**src/rtl/flash_cmd_pkg.sv**
```systemverilog
package flash_cmd_pkg;
  typedef enum logic [2:0] {
    OP_READ    = 3'd0,
    OP_AUTOSEL = 3'd1,
    OP_PROG    = 3'd2,
    OP_BERASE  = 3'd3,
    OP_CERASE  = 3'd4,
    OP_SUSP    = 3'd5,
    OP_RESUME  = 3'd6
  } op_e;

  typedef enum logic [1:0] {
    RM_ARRAY   = 2'd0,
    RM_AUTOSEL = 2'd1,
    RM_STATUS  = 2'd2
  } rmode_e;

  typedef enum logic [2:0] {
    S_IDLE, S_K1, S_K2, S_PGM, S_ESET, S_EK1, S_EK2
  } seq_e;

  localparam logic [7:0] KEY1_D   = 8'hAA;
  localparam logic [7:0] KEY2_D   = 8'h55;
  localparam logic [7:0] C_RESET  = 8'hF0;
  localparam logic [7:0] C_ASEL   = 8'h90;
  localparam logic [7:0] C_PROG   = 8'hA0;
  localparam logic [7:0] C_ESETUP = 8'h80;
  localparam logic [7:0] C_BLK    = 8'h30;
  localparam logic [7:0] C_CHIP   = 8'h10;
  localparam logic [7:0] C_SUSP   = 8'hB0;
  localparam logic [7:0] C_RESUME = 8'h30;
endpackage

```
**src/rtl/flash_wr_classify.sv**
```systemverilog
module flash_wr_classify
  import flash_cmd_pkg::*;
#(
  parameter int CMP_W = 12,
  parameter int DATA_W = 8,
  parameter logic [CMP_W-1:0] KEY1_A = 12'h555,
  parameter logic [CMP_W-1:0] KEY2_A = 12'hAAA
) (
  input  logic [CMP_W-1:0]  addr_lo_i,
  input  logic [DATA_W-1:0] data_i,
  output logic              key1_o,
  output logic              key2_o,
  output logic              at_cmd_o
);
  assign at_cmd_o = (addr_lo_i == KEY1_A);
  assign key1_o   = at_cmd_o && (data_i == KEY1_D);
  assign key2_o   = (addr_lo_i == KEY2_A) && (data_i == KEY2_D);
endmodule

```
**src/rtl/flash_seq_fsm.sv**
```systemverilog
module flash_seq_fsm
  import flash_cmd_pkg::*;
#(
  parameter int ADDR_W = 18,
  parameter int DATA_W = 8
) (
  input  logic              clk_i,
  input  logic              rst_ni,
  input  logic              lockout_i,
  input  logic              wr_i,
  input  logic [ADDR_W-1:0] addr_i,
  input  logic [DATA_W-1:0] data_i,
  input  logic              key1_i,
  input  logic              key2_i,
  input  logic              at_cmd_i,
  input  logic              erase_busy_i,
  input  logic              erase_susp_i,
  input  logic              prog_busy_i,
  output logic              op_valid_o,
  output op_e               op_code_o,
  output logic [ADDR_W-1:0] op_addr_o,
  output logic [DATA_W-1:0] op_data_o,
  output rmode_e            read_mode_o
);
  seq_e   state_q, state_d;
  rmode_e mode_d;
  op_e    code_d;
  logic   fire_d;

  always_comb begin
    state_d = state_q;
    mode_d  = read_mode_o;
    code_d  = OP_READ;
    fire_d  = 1'b0;
    if (wr_i && !prog_busy_i) begin
      if (erase_busy_i) begin
        if (data_i == C_RESET) begin
          fire_d = 1'b1; code_d = OP_READ; mode_d = RM_ARRAY; state_d = S_IDLE;
        end else if (data_i == C_SUSP) begin
          fire_d = 1'b1; code_d = OP_SUSP; mode_d = RM_ARRAY; state_d = S_IDLE;
        end
      end else begin
        // default for every unmatched write: abort to read-array
        state_d = S_IDLE;
        mode_d  = RM_ARRAY;
        unique case (state_q)
          S_IDLE: begin
            if (key1_i) begin
              state_d = S_K1; mode_d = read_mode_o;
            end else if (erase_susp_i && data_i == C_RESUME) begin
              fire_d = 1'b1; code_d = OP_RESUME; mode_d = RM_STATUS;
            end else if (!erase_susp_i && data_i == C_RESET) begin
              fire_d = 1'b1; code_d = OP_READ;
            end
          end
          S_K1: begin
            if (key2_i) begin
              state_d = S_K2; mode_d = read_mode_o;
            end else if (!erase_susp_i && data_i == C_RESET) begin
              fire_d = 1'b1; code_d = OP_READ;
            end
          end
          S_K2: begin
            if (!erase_susp_i && data_i == C_RESET) begin
              fire_d = 1'b1; code_d = OP_READ;
            end else if (at_cmd_i && data_i == C_PROG) begin
              state_d = S_PGM; mode_d = read_mode_o;
            end else if (at_cmd_i && !erase_susp_i && data_i == C_ASEL) begin
              fire_d = 1'b1; code_d = OP_AUTOSEL; mode_d = RM_AUTOSEL;
            end else if (at_cmd_i && !erase_susp_i && data_i == C_ESETUP) begin
              state_d = S_ESET; mode_d = read_mode_o;
            end
          end
          S_PGM: begin
            fire_d = 1'b1; code_d = OP_PROG; mode_d = RM_STATUS;
          end
          S_ESET: if (key1_i) begin
            state_d = S_EK1; mode_d = read_mode_o;
          end
          S_EK1: if (key2_i) begin
            state_d = S_EK2; mode_d = read_mode_o;
          end
          S_EK2: begin
            if (data_i == C_BLK) begin
              fire_d = 1'b1; code_d = OP_BERASE; mode_d = RM_STATUS;
            end else if (at_cmd_i && data_i == C_CHIP) begin
              fire_d = 1'b1; code_d = OP_CERASE; mode_d = RM_STATUS;
            end
          end
          default: ;
        endcase
      end
    end
  end

  always_ff @(posedge clk_i or negedge rst_ni) begin
    if (!rst_ni) begin
      state_q     <= S_IDLE;
      read_mode_o <= RM_ARRAY;
      op_valid_o  <= 1'b0;
      op_code_o   <= OP_READ;
      op_addr_o   <= '0;
      op_data_o   <= '0;
    end else if (lockout_i) begin
      state_q     <= S_IDLE;
      read_mode_o <= RM_ARRAY;
      op_valid_o  <= 1'b0;
    end else begin
      state_q     <= state_d;
      read_mode_o <= mode_d;
      op_valid_o  <= fire_d;
      if (fire_d) begin
        op_code_o <= code_d;
        op_addr_o <= addr_i;
        op_data_o <= data_i;
      end
    end
  end

  p_pulse_from_write_r12: assert property (@(posedge clk_i) disable iff (!rst_ni)
    op_valid_o |-> $past(wr_i));

  p_lockout_clears_r10: assert property (@(posedge clk_i) disable iff (!rst_ni)
    lockout_i |=> (!op_valid_o && read_mode_o == RM_ARRAY));

  p_prog_busy_quiet_r11: assert property (@(posedge clk_i) disable iff (!rst_ni)
    (wr_i && prog_busy_i && !lockout_i) |=> (!op_valid_o && $stable(read_mode_o)));

  p_erase_gate_r7: assert property (@(posedge clk_i) disable iff (!rst_ni)
    (wr_i && erase_busy_i && !prog_busy_i && !lockout_i) |=>
      (!op_valid_o || op_code_o == OP_READ || op_code_o == OP_SUSP));

  p_susp_gate_r8: assert property (@(posedge clk_i) disable iff (!rst_ni)
    (wr_i && erase_susp_i && !erase_busy_i && !prog_busy_i && !lockout_i) |=>
      (!op_valid_o || op_code_o == OP_PROG || op_code_o == OP_RESUME));

  p_prog_status_r3: assert property (@(posedge clk_i) disable iff (!rst_ni)
    (op_valid_o && op_code_o == OP_PROG) |-> read_mode_o == RM_STATUS);
endmodule

```
**src/rtl/flash_cmd_decoder.sv**
```systemverilog
module flash_cmd_decoder
  import flash_cmd_pkg::*;
#(
  parameter int ADDR_W = 18,
  parameter int DATA_W = 8,
  parameter int CMP_W  = 12,
  parameter logic [CMP_W-1:0] KEY1_A = 12'h555,
  parameter logic [CMP_W-1:0] KEY2_A = 12'hAAA
) (
  input  logic              clk_i,
  input  logic              rst_ni,
  input  logic              lockout_i,
  input  logic              wr_i,
  input  logic [ADDR_W-1:0] addr_i,
  input  logic [DATA_W-1:0] data_i,
  input  logic              erase_busy_i,
  input  logic              erase_susp_i,
  input  logic              prog_busy_i,
  output logic              op_valid_o,
  output logic [2:0]        op_code_o,
  output logic [ADDR_W-1:0] op_addr_o,
  output logic [DATA_W-1:0] op_data_o,
  output logic [1:0]        read_mode_o
);
  logic   key1, key2, at_cmd;
  op_e    code;
  rmode_e mode;

  flash_wr_classify #(
    .CMP_W(CMP_W), .DATA_W(DATA_W), .KEY1_A(KEY1_A), .KEY2_A(KEY2_A)
  ) u_cls (
    .addr_lo_i(addr_i[CMP_W-1:0]),
    .data_i   (data_i),
    .key1_o   (key1),
    .key2_o   (key2),
    .at_cmd_o (at_cmd)
  );

  flash_seq_fsm #(.ADDR_W(ADDR_W), .DATA_W(DATA_W)) u_fsm (
    .clk_i       (clk_i),
    .rst_ni      (rst_ni),
    .lockout_i   (lockout_i),
    .wr_i        (wr_i),
    .addr_i      (addr_i),
    .data_i      (data_i),
    .key1_i      (key1),
    .key2_i      (key2),
    .at_cmd_i    (at_cmd),
    .erase_busy_i(erase_busy_i),
    .erase_susp_i(erase_susp_i),
    .prog_busy_i (prog_busy_i),
    .op_valid_o  (op_valid_o),
    .op_code_o   (code),
    .op_addr_o   (op_addr_o),
    .op_data_o   (op_data_o),
    .read_mode_o (mode)
  );

  assign op_code_o   = code;
  assign read_mode_o = mode;
endmodule

```
**config.mk**
```make
export PLATFORM = sky130hd
export DESIGN_NAME = flash_cmd_decoder
export DESIGN_NICKNAME = d
export VERILOG_FILES = /design/src/rtl/flash_cmd_pkg.sv /design/src/rtl/flash_wr_classify.sv /design/src/rtl/flash_seq_fsm.sv /design/src/rtl/flash_cmd_decoder.sv
export SDC_FILE = /design/constraint.sdc
export NUM_CORES = 1
export LEC_CHECK = 0
export BUFFER_PORTS_ARGS = -buffer_cell sky130_fd_sc_hd__buf_4
export CAP_MARGIN = 30
export CORE_ASPECT_RATIO = 1.1
export CORE_MARGIN = 5
export CORE_UTILIZATION = 45
export CTS_CLUSTER_DIAMETER = 60
export DETAILED_ROUTE_END_ITERATION = 7
export MAX_ROUTING_LAYER = met4
export PLACE_DENSITY = 0.75
export SLEW_MARGIN = 25
export SYNTH_ARGS = -nofsm -noshare
export SYNTH_HDL_FRONTEND = slang
export SYNTH_SLANG_ARGS = --single-unit
```
**constraint.sdc**
```tcl
create_clock -name clk_i -period 2.1 [get_ports clk_i]
set_input_delay 0.105 -clock clk_i [delete_from_list [all_inputs] [get_ports clk_i]]
set_output_delay 0.105 -clock clk_i [all_outputs]
set_load 0.02 [all_outputs]
```
==> results.yml <==
run_status:
  status: "finished, final reports clean"
setup_path:
  worst_r2r_startpoint: "u_fsm.state_q[1]"
  r2r_setup_slack_ns: 0.06
  crit_start: "u_fsm.state_q[1]"
  endpoint: "u_fsm.op_addr_o[4]"
  r2r_end: "u_fsm.op_addr_o[4]"
  crit_fanout: 23
  critPathLaunchType: "flip-flop"
  worstPathRequired_ns: 2.27
  crit_arrival_ns: 2.21
  critical_path.endpoint_type: "flip-flop"
  path_cells: "or3b_4 > a21oi_1 > and3_2 > a31oi_2 > a21oi_4 > buf_12 > mux2_4"
  cp_slowest_cell: "or3b_4"
  cp_slowest_stage_delay_ns: 0.40
  r2r_cells: 7
  criticalPathCategory: "reg -> reg"
die:
  die_h_um: 79.39
  initial_core_util: 0.4629
  rows: 25
  fp.dieW_um: 73.08
  dieArea_um2: 5801
  core_um2: 4254
  ios: 65
route:
  wire_per_inst_um: 16.63
  drt_iter0_markers: 59
  wirelength_mm: 5.073
  first_pass_iters: 4
  routed_via_density: 5.528
  ant_nets: 0
  drc: 0
  num_vias: 1686
worst_hold_path:
  hold_path.class: "in -> reg"
global_routing:
  overflow: 0
  grt_pass1_vias: 1736
  grt_usage: 0.1878
  grt_pass1_wl_mm: 8.349
  grt_max_degree: 36
  antenna_found_initial: 0
synth:
  synth_area_leaders: "dfrtp_1 (44%), mux2_4 (21%), nand2_1 (2.9%)"
  ys.flop_type: "dfrtp_1"
  synth_cells: 159
  syn_area_um2: 1969
  synth.distinct_cells: 47
  syn_area_per_cell_um2: 12.39
  yosysTopAreaCell: "dfrtp_1"
  ys_warn_count: 0
  ys_seq_area_frac: 0.4447
  synth_edf_count: 0
  synth_top_area_frac: 0.4447
  syn-num-nets: 192
  post-synth-top-count-cell: "dfrtp_1"
  ys_seq_elements: 35
  synth_commonest_cells: "dfrtp_1 (35), mux2_4 (28), nand2_1 (15), inv_1 (6), nand3_1 (6)"
  ys_async_sr_fraction: 1.000
clock_tree:
  cts_root_buf: "clkbuf_8"
  cts_max_path_buffers: 2
  cts_tree: "built"
  clock-sinks: 35
  clock_latency_ns: 0.29
  htreeDepth: 2
  clk_pin_slew_worst_paths_ns: 0.07
  cts_buffers: 5
pwr:
  vdd_ir_drop_max_v: 0.0006571
  p_per_area_nw_per_um2: 768.9
  p_leak_nw: 1.340
  power.total_mw: 2.146
timing:
  fin_crit_sh: 0.9708
  drv_slew: 0
  setup_tns_ns: 0
  fmax_mhz: 490.5
  tightest_slew_ns: 0.4354
  fin_hold_ws_ns: 0.04616
  setup_ws_ns: 0.06123
  maxSlewHeadroom: 0.7097
  rsz0062_at_grt: "yes"
  fin_crit_ns: 2.039
  clock_skew_ns: 0.005493
  hold_viol_final: 0
  setup_viol: 0
finish:
  antennaDiodeCount: 0
  drive_above_1_share: 0.5737
  areaGrowthSynthToFinish_pct: 41.74
  finalNetCount: 283
  postLayoutCellArea_um2: 2791
flow_run:
  drv_cap: 0
placed_design:
  dp_hpwl_mm: 4.006
  io_buffers: 64
  place_ws_ns: -0.002177
  dpl-instance-area_um2: 2653
  place_congestion: 0.9246
state kept, by name, summed over array words and instances, names as in the netlist:
signal             count
u_fsm.op_data_o        8
u_fsm.op_addr_o       18
u_fsm.read_mode_o      2
u_fsm.op_code_o        3
u_fsm.state_q          3
u_fsm.op_valid_o       1
critical path: cells and delay by family (launching register included):
family | cells | cell delay, ns
AND/OR/NAND/NOR | 2 | 0.59
flip-flops | 1 | 0.39
multiplexers | 1 | 0.32
buffers and inverters | 1 | 0.23
AO/OA/AOI/OAI | 3 | 0.37
per-layer routing:
metal | GRT usage | vias up | part of all wire
li1 | - | 783 | -
met1 | 0.2393 | 835 | 0.43
met5 | - | - | 0
met2 | 0.3005 | 61 | 0.49
met4 | 0.05720 | 0 | 0.010
met3 | 0.03778 | 7 | 0.065
how the worst min path moves through the flow:
stage / from / end / cells past startpoint
final: addr_i[16] / u_fsm.op_addr_o[16] / 2
after global placement: rst_ni / u_fsm.op_code_o[0] / 1
after floorplan: rst_ni / u_fsm.op_addr_o[0] / 0
after detailed placement: rst_ni / u_fsm.op_addr_o[17] / 1
after global routing: addr_i[16] / u_fsm.op_addr_o[16] / 2
after CTS: erase_susp_i / u_fsm.state_q[2] / 2
power breakdown:
part | total (mW) | switching (mW) | internal, mW
sequential | 0.870 | 0.0743 | 0.796
clock | 0.596 | 0.243 | 0.353
combinational | 0.680 | 0.306 | 0.374
final cells by class:
type                    instances  area (um2)
clock buffers                   5       68.82
clock inverters                 3       43.79
fillers                       359        1463
inverters                       6       22.52
multi-input cells             112        1017
flip-flops and latches         35       877.1
well taps                      54       67.56
repair buffers                 90       694.4
metrics by stage:
step | instances | util
finish | 305 | 0.6562
detailed placement | 296 | 0.6235
CTS | 305 | 0.6529
global route | 305 | 0.6562
floorplan | 159 | -
global placement | 296 | 0.6235
placed cells by master, fill, tap and decap left out, types with 2 or more instances in the layout:
cell      count
a21oi_1       4
and3b_1       2
and4_1        2
and4bb_2      3
buf_4        87
clkbuf_8      5
dfrtp_1      34
inv_1         6
mux2_4       28
nand2_1      15
nand3_1       6
nand4b_1      2
nor2_1        5
nor3_1        4
nor4_1        3
nor4bb_1      3
o211ai_1      2
o21ai_0       2
o32ai_1       2
or2_1         2
cell families after synthesis:
kind of cell / synth area share
DFF: 0.4447
AOI/OAI and AO/OA: 0.08577
muxes: 0.2192
and+or+nand+nor: 0.2059
buffers and inverters: 0.04447
what timing repair did:
item	4_1_cts	5_1_grt
setup buffers	0	0
hold buffers	1	0
endpoints found under the setup margin	17	29
gates resized for setup	1	4
hold endpoints to repair	35	0
Power figures use the tool's default switching activity.
